$ cat config.mk
export PLATFORM = sky130hd
export DESIGN_NAME = outcmp_unit
export DESIGN_NICKNAME = d
export VERILOG_FILES = /design/src/rtl/outcmp_pkg.sv /design/src/rtl/outcmp_match.sv /design/src/rtl/outcmp_mode.sv /design/src/rtl/outcmp_act.sv /design/src/rtl/outcmp_unit.sv
export SDC_FILE = /design/constraint.sdc
export NUM_CORES = 1
export LEC_CHECK = 0
export ABC_AREA = 1
export BUFFER_PORTS_ARGS = -buffer_cell sky130_fd_sc_hd__buf_4
export CAP_MARGIN = 0
export CORE_MARGIN = 5
export CORE_UTILIZATION = 44
export DETAILED_ROUTE_END_ITERATION = 8
export MAX_ROUTING_LAYER = met4
export PLACE_DENSITY = 0.77
export RECOVER_POWER = 100
export SETUP_SLACK_MARGIN = 0.02
export SYNTH_ARGS = -nofsm -noshare
export SYNTH_HDL_FRONTEND = slang
export SYNTH_SLANG_ARGS = --single-unit
$ cat constraint.sdc
create_clock -name clk -period 1.29 [get_ports clk]
set_clock_uncertainty 0.05 [all_clocks]
set_input_delay 0.258 -clock clk [delete_from_list [all_inputs] [get_ports clk]]
set_output_delay 0.258 -clock clk [all_outputs]
set_load 0.01 [all_outputs]
$ cat src/rtl/outcmp_pkg.sv
package outcmp_pkg;

    localparam int OC_MODE_W = 4;

    typedef logic [OC_MODE_W-1:0] oc_mode_t;

    localparam oc_mode_t OC_SET  = 4'b1000;
    localparam oc_mode_t OC_CLR  = 4'b1001;
    localparam oc_mode_t OC_FLAG = 4'b1010;
    localparam oc_mode_t OC_SEV  = 4'b1011;

    // Decoded action for one mode code
    typedef struct packed {
        logic active;   // a compare mode at all
        logic go_hi;    // drive pin high on match
        logic go_lo;    // drive pin low on match
        logic sev;      // special event on match
    } oc_act_t;

    function automatic oc_act_t oc_decode(oc_mode_t m);
        oc_act_t a;
        a.active = (m[3:2] == 2'b10);
        a.go_hi  = (m == OC_SET);
        a.go_lo  = (m == OC_CLR);
        a.sev    = (m == OC_SEV);
        return a;
    endfunction

endpackage

$ cat src/rtl/outcmp_match.sv
module outcmp_match #(
    parameter int TW     = 16,
    parameter int LANE_W = 8
) (
    input  logic          clk,
    input  logic          rst,
    input  logic [TW-1:0] tmr_val,
    input  logic [TW-1:0] cmp_val,
    output logic          first_eq
);
    localparam int LANES = TW / LANE_W;

    logic [LANES-1:0] lane_eq;
    logic             eq_all;
    logic             eq_q;

    // Per-byte comparison, then combine
    for (genvar g = 0; g < LANES; g++) begin : g_lane
        assign lane_eq[g] = (tmr_val[g*LANE_W +: LANE_W] == cmp_val[g*LANE_W +: LANE_W]);
    end

    assign eq_all   = &lane_eq;
    assign first_eq = eq_all & ~eq_q;

    always_ff @(posedge clk) begin
        if (rst) eq_q <= 1'b0;
        else     eq_q <= eq_all;
    end

    AST_ONE_SHOT: assert property (@(posedge clk) disable iff (rst)
        first_eq |=> !first_eq);

endmodule

$ cat src/rtl/outcmp_mode.sv
module outcmp_mode
    import outcmp_pkg::*;
(
    input  logic     clk,
    input  logic     rst,
    input  oc_mode_t mode,
    output oc_act_t  act,
    output logic     force_lo,
    output logic     force_hi
);
    oc_mode_t mode_q;

    always_ff @(posedge clk) begin
        if (rst) mode_q <= '0;
        else     mode_q <= mode;
    end

    assign act      = oc_decode(mode);
    assign force_lo = (mode == OC_SET) && (mode_q != OC_SET);
    assign force_hi = (mode == OC_CLR) && (mode_q != OC_CLR);

    AST_FORCE_EXCL: assert property (@(posedge clk) disable iff (rst)
        !(force_lo && force_hi));

endmodule

$ cat src/rtl/outcmp_act.sv
module outcmp_act
    import outcmp_pkg::*;
#(
    parameter bit ADC_LINK = 1'b1
) (
    input  logic    clk,
    input  logic    rst,
    input  logic    first_eq,
    input  oc_act_t act,
    input  logic    force_lo,
    input  logic    force_hi,
    input  logic    adc_en,
    output logic    pin_out,
    output logic    tmr_clr,
    output logic    adc_go,
    output logic    match_flag
);
    logic hit;
    logic pin_nxt;
    logic go_nxt;

    assign hit = first_eq & act.active;

    always_comb begin
        pin_nxt = pin_out;
        if (hit && act.go_hi)      pin_nxt = 1'b1;
        else if (hit && act.go_lo) pin_nxt = 1'b0;
        else if (force_lo)         pin_nxt = 1'b0;
        else if (force_hi)         pin_nxt = 1'b1;
    end

    if (ADC_LINK) begin : g_adc
        assign go_nxt = hit & act.sev & adc_en;
    end else begin : g_no_adc
        assign go_nxt = 1'b0;
    end

    always_ff @(posedge clk) begin
        if (rst) begin
            pin_out    <= 1'b0;
            tmr_clr    <= 1'b0;
            adc_go     <= 1'b0;
            match_flag <= 1'b0;
        end else begin
            pin_out    <= pin_nxt;
            tmr_clr    <= hit & act.sev;
            adc_go     <= go_nxt;
            match_flag <= hit;
        end
    end

    AST_SET_HIGH: assert property (@(posedge clk) disable iff (rst)
        (hit && act.go_hi) |=> pin_out);
    AST_CLR_LOW: assert property (@(posedge clk) disable iff (rst)
        (hit && act.go_lo) |=> !pin_out);
    AST_FLAG_HOLD: assert property (@(posedge clk) disable iff (rst)
        (hit && !act.go_hi && !act.go_lo && !force_lo && !force_hi) |=> $stable(pin_out));
    AST_FLAG_PULSE: assert property (@(posedge clk) disable iff (rst)
        match_flag |=> !match_flag);
    AST_SEV_CLR: assert property (@(posedge clk) disable iff (rst)
        tmr_clr |-> match_flag);
    AST_ADC_QUAL: assert property (@(posedge clk) disable iff (rst)
        adc_go |-> (tmr_clr && $past(adc_en)));
    AST_IDLE_MODE: assert property (@(posedge clk) disable iff (rst)
        (!act.active && !force_lo && !force_hi) |=> ($stable(pin_out) && !match_flag));

endmodule

$ cat src/rtl/outcmp_unit.sv
module outcmp_unit
    import outcmp_pkg::*;
#(
    parameter int TW       = 16,
    parameter int LANE_W   = 8,
    parameter bit ADC_LINK = 1'b1
) (
    input  logic                 clk,
    input  logic                 rst,
    input  logic [TW-1:0]        tmr_val,
    input  logic [TW-1:0]        cmp_val,
    input  logic [OC_MODE_W-1:0] mode,
    input  logic                 adc_en,
    output logic                 pin_out,
    output logic                 tmr_clr,
    output logic                 adc_go,
    output logic                 match_flag
);
    logic    first_eq;
    oc_act_t act;
    logic    force_lo;
    logic    force_hi;

    outcmp_match #(.TW(TW), .LANE_W(LANE_W)) u_match (
        .clk      (clk),
        .rst      (rst),
        .tmr_val  (tmr_val),
        .cmp_val  (cmp_val),
        .first_eq (first_eq)
    );

    outcmp_mode u_mode (
        .clk      (clk),
        .rst      (rst),
        .mode     (mode),
        .act      (act),
        .force_lo (force_lo),
        .force_hi (force_hi)
    );

    outcmp_act #(.ADC_LINK(ADC_LINK)) u_act (
        .clk        (clk),
        .rst        (rst),
        .first_eq   (first_eq),
        .act        (act),
        .force_lo   (force_lo),
        .force_hi   (force_hi),
        .adc_en     (adc_en),
        .pin_out    (pin_out),
        .tmr_clr    (tmr_clr),
        .adc_go     (adc_go),
        .match_flag (match_flag)
    );

    AST_RESET_QUIET: assert property (@(posedge clk)
        $past(rst) |-> (!pin_out && !tmr_clr && !adc_go && !match_flag));

endmodule

# After elaboration in Yosys (flattened, before gate mapping)
# Cells that the tools add are included.
[op_classes]
eq_ne = 8
n_mux = 4
n_bitwise = 5
n_reduce_logical = 6
[op_table]
columns = ["op", "n"]
rows = [
  ["8-bit equality test", 2],
  ["4-bit equality test, second input constant", 3],
  ["4-bit != test, second input constant", 2],
  ["1-bit bitwise AND", 4],
  ["1-bit logical AND", 4],
  ["1-bit 2-to-1 mux", 4],
  ["4-bit nonzero test", 1],
  ["2-bit equality test, second input constant", 1],
  ["2-bit AND reduction", 1],
  ["1-bit NOT", 1],
]
[word_totals]
ff_bits = 9
in_bits = 39
elab_cells = 29

# Depth between registers and ports, before layout
[logic_depth]
depth_word = 7
depth_mapped = 10
ltp_nobuf = 10

# By module
# From an unflattened synthesis, not the netlist that was laid out.
[unflattened]
hier_cells = 143
hier_area_um2 = 699.4
[by_module_without_submodules]
columns = ["module", "n_inst", "cells_per_inst", "area_each_um2", "seq_area_each_um2"]
rows = [
  ["outcmp_match", 1, 93, 365.4, 20.0],
  ["outcmp_mode", 1, 31, 190.2, 80.1],
  ["outcmp_act", 1, 19, 143.9, 80.1],
]

# Worst setup path after synthesis
# No wires, ideal clock.
[synth_timing]
path_kind = "input to register"
from = "input tmr_val[6]"
to = "register u_act.adc_go"
setup_time_ns = 0.073
arrival_time_ns = 0.901
required_time_ns = 1.167
slack_ns = 0.266
cell_stages = 9
n_path_buf = 0
cell_sequence = "inv_1 -> nand2_1 -> nand2_1 -> nand3_1 -> nor2_1 -> nand2_1 -> nor2_2 -> nand2_2 -> nor3_2"
[synth_between]
elab_chain_cells = 6
[synth_lines]
columns = ["element", "line", "rtl"]
rows = [
  ["start: declaration", "outcmp_unit.sv:10", "input logic [TW-1:0] tmr_val,"],
  ["8-bit equality test", "outcmp_match.sv:19", "assign lane_eq[g] = (tmr_val[g*LANE_W +: LANE_W] == cmp_val[g*LANE_W +: LANE_W]);"],
  ["2-bit AND reduction", "outcmp_match.sv:22", "assign eq_all = &lane_eq;"],
  ["1-bit bitwise AND", "outcmp_match.sv:23", "assign first_eq = eq_all & ~eq_q;"],
  ["1-bit bitwise AND", "outcmp_act.sv:22", "assign hit = first_eq & act.active;"],
  ["1-bit bitwise AND (2 in a row)", "outcmp_act.sv:33", "assign go_nxt = hit & act.sev & adc_en;"],
  ["end signal: assignment", "outcmp_act.sv:47", "adc_go <= go_nxt;"],
  ["end: declaration", "outcmp_act.sv:15", "output logic adc_go,"],
]
# Every way passes these cells.
# A chain may end at the register's enable or synchronous reset.

# Final worst setup path
[layout_timing]
from = "register u_act.pin_out"
to = "output pin_out"
[layout_lines]
columns = ["element", "line", "rtl"]
rows = [
  ["start: declaration", "outcmp_act.sv:13", "output logic pin_out,"],
  ["start signal: assignment", "outcmp_act.sv:45", "pin_out <= pin_nxt;"],
  ["end: declaration", "outcmp_unit.sv:14", "output logic pin_out,"],
]
# No word-level cell between the ends.

==> impl.org <==
** Global route
- Via count of the first global-routing pass :: 906
- Global-route wire length before repair :: 3340 µm
- Initial antenna violation count :: 0
- Overall routing resource usage :: 16.5%
- After global routing the overflow that remains totals 0.
- Largest net degree at the start of global routing :: 7

** Clock network
- Post-CTS timing repair inserted 0 buffers for setup.
- Total clock buffers created by CTS :: 3
- Clock tree synthesis found a total of 9 sinks.
- Resized Gates After CTS :: 0
- Counting along the longest clock path gives a buffer depth of 2.
- TritonCTS built the clock tree.
- In this run the number of H-tree levels came out at 1.
- Clock Tree Root :: sky130_fd_sc_hd__clkbuf_4
- Clock network latency to the later pin of the worst-skew pair :: 0.27 ns
- Clk pin slew, worst setup/hold paths :: 0.07 ns
- Post-CTS Hold Buffers :: 0

** Min path
- In this run the most critical hold path is launched from mode[2].
- Hold endpoint :: u_mode.mode_q[2]
- The tightest min-delay check is of the in2reg type.
- Number of cells traversed by the worst hold path :: 3

** Synthesis
- Fraction of synthesized cell area taken by the top area cell type :: 28.0%
- After synthesis the cells add up to 806 µm².
- Synth top area cells :: sky130_fd_sc_hd__nand2_1 28%, sky130_fd_sc_hd__dfxtp_1 22%, sky130_fd_sc_hd__inv_1 16%, sky130_fd_sc_hd__nor2_1 12%, sky130_fd_sc_hd__xnor2_1 5.4%
- Dividing the synthesized area by the synthesized cell count gives 5.20 µm².
- The number of different library cells used by synthesis comes to 17.
- For this run, the register share of the synthesized area comes to 22.4%.
- Post-Synthesis Cells :: 155
- The largest total area in the synthesized netlist belongs to sky130_fd_sc_hd__nand2_1.
- The Yosys step of the flow raised 0 warnings.
- In this run, synthesis produced a sequential element count of 9.
- Syn Nets :: 194

** Power
- Summed over all nets, the switching power comes to 0.000234 W.
- Clk pwr share :: 30.0%
- Power comes to 0.000769 W.
- Sequential cells burn 37.5% of the power.
- Pwr dens :: 669 nW/µm²
- Combinational power share :: 32.5%
- Summed over all cells, the static leakage comes to 0.699 nW.
- Internal :: 0.000535 W
- Across the VDD grid, the largest voltage drop is 0.598 mV.
- Switching portion of total power :: 30.5%

** Worst setup path
- Register-to-Register Path Depth :: 8
- CP max-delay cell :: sky130_fd_sc_hd__dfxtp_1
- Crit Reg-Reg Startpoint :: u_mode.mode_q[3]
- Critical path start-end classification :: reg2out
- Data on the critical path arrives at its endpoint at 0.78 ns.
- The worst register-to-register path has a setup slack of 0.24 ns.
- Gate family responsible for the most delay along the worst path :: flip-flops
- The most critical setup path has its startpoint at u_act.pin_out.
- The signal on the critical path passes through clkbuf_1.
- The endpoint identified for the worst register-to-register timing path is u_act.pin_out.
- On the worst path, the slowest cell contributes a delay of 0.35 ns.
- Crit path buffers/inverters :: 1
- Largest fanout on the critical path :: 2
- The worst setup path is captured at an output port.
- The worst setup path is launched from a flop.
- STA puts the critical path data required time at 0.98 ns.

** Timing
- Total Neg Setup Slack :: 0 ns
- The number of slew-limit violations in the final report was 0.
- Slew margin rel. :: 83.3%
- Across all hold checks on the routed design, the worst slack comes to 0.164 ns.
- For the pin with the worst max-slew slack, the measured transition is 0.251 ns.
- The hold violation total from the final report came to 0.
- Across all setup checks in the final design, the least slack found is 0.199 ns.
- # setup viols final :: 0
- Timing would allow up to 0.916 GHz.
- Final critical-path share of the clock period :: 84.6%
- Clock period minus final worst setup slack :: 1.09 ns
- Setup repair after global routing left no endpoint under its margin.

** Floorplan
- The core region is 1730 µm².
- The floorplan step set the die width to 52.8 µm.
- Starting density of the core :: 46.7%
- Pin placement for this block handled 43 I/O pins.
- From bottom edge to top edge, the die measures 52.8 µm.
- Row count :: 15
- The die covers 2790 µm².

** Detailed routing
- DRC violation total after the first TritonRoute iteration :: 5
- Remaining design rule violation count :: 0
- The first TritonRoute pass finished after 4 iterations.
- The final layout contains routed wiring with a total length of 2110 µm.
- After detailed routing, the number of vias per cell comes to 4.37.
- Once detail routing completed, the nets flagged for antenna violations numbered 0.
- After detailed routing, the average wire length per cell comes to 9.31 µm.
- The routed layout has 988 vias.

** Status
- The flow ran to the end, and the final reports show no timing, DRC or antenna violations.

** Finish
- Cells with a size suffix above 1 make up 20.9% of the layout.
- Most common cell after layout, fill and taps aside :: sky130_fd_sc_hd__nand2_1
- After the last flow step, the layout net total stands at 241.
- Compared with the post-synthesis result, the final layout area differs by 42.7%.
- Commonest cells after routing, fill and taps aside :: 60 x sky130_fd_sc_hd__nand2_1, 35 x sky130_fd_sc_hd__inv_1, 35 x sky130_fd_sc_hd__buf_4
- 0 antenna diodes ended up in the layout.
- After filler insertion, the fill cell instance count of the layout stands at 178.

** Place
- Setup slack after placement :: -0.0267 ns
- Detailed Place HPWL :: 1830 µm
- The congestion estimate from routability-driven global placement came to 0.780.
- The count of buffers added on input and output ports is 42.

** Run
- Max_cap viols :: 0
==> worst max-delay path by stage <==
stage	to	slack, ns	depth (start not counted)
floorplan	u_act.adc_go	0.27	9
global placement	u_act.adc_go	0.04	10
detailed placement	u_act.adc_go	-0.03	10
CTS	pin_out	0.23	1
global route	u_act.pin_out	0.09	7
finish	pin_out	0.20	1
==> power by group through the flow <==
stage          Sequential (W)  Clock [W]  Combinational, W
2_1_floorplan        0.000295          0          0.000122
3_3_place_gp         0.000295          0          0.000244
3_5_place_dp         0.000295          0          0.000256
4_1_cts              0.000288   0.000234          0.000257
5_1_grt              0.000289   0.000254          0.000285
6_report             0.000288   0.000231          0.000250
==> metal layers <==
layer	vias up	global-route usage, %	routed length [µm]
met5	-	-	0
met4	0	7.66	34
met3	4	1.42	162
met2	32	32.9	1100
met1	414	15.6	810
li1	538	-	-
==> per-stage QoR <==
step                area, µm²  std cells  utilization, %
global route             1150        226            66.6
finish                   1150        226            66.6
floorplan                 806        155               -
CTS                      1180        226            68.3
global placement         1150        222            66.7
detailed placement       1150        222            66.7
==> cell usage after synthesis, drive strengths merged <==
master  instances
nor3            2
and3            1
dfxtp           9
nand2          62
a21oi           1
xnor2           5
xor2            4
o21ai           1
inv            37
nand3           2
nand4           4
nor2           26
clkinv          1
==> kinds of logic (layout without fill, tap and decap cells) <==
group / Yosys count / after routing / synth area share [%]
simple gates: 97 / 97 / 48.9
buf+inv: 38 / 84 / 17.7
xor+xnor: 9 / 9 / 9.78
flops: 9 / 9 / 22.4
compound gates: 2 / 2 / 1.24
==> registers in the layout (all words and copies together) (netlist names) <==
register          flops
u_act.adc_go          1
u_act.match_flag      1
u_act.pin_out         1
u_act.tmr_clr         1
u_match.eq_q          1
u_mode.mode_q         4
==> cell type report <==
class	count	area, µm²	area share, %
multi-input cells	108	480	41.8
repair buffers	42	289	25.1
flip-flops and latches	9	180	15.7
inverters	38	143	12.4
well taps	25	31.3	2.72
clock buffers	4	26.3	2.29
Power figures use the tool's default switching activity.
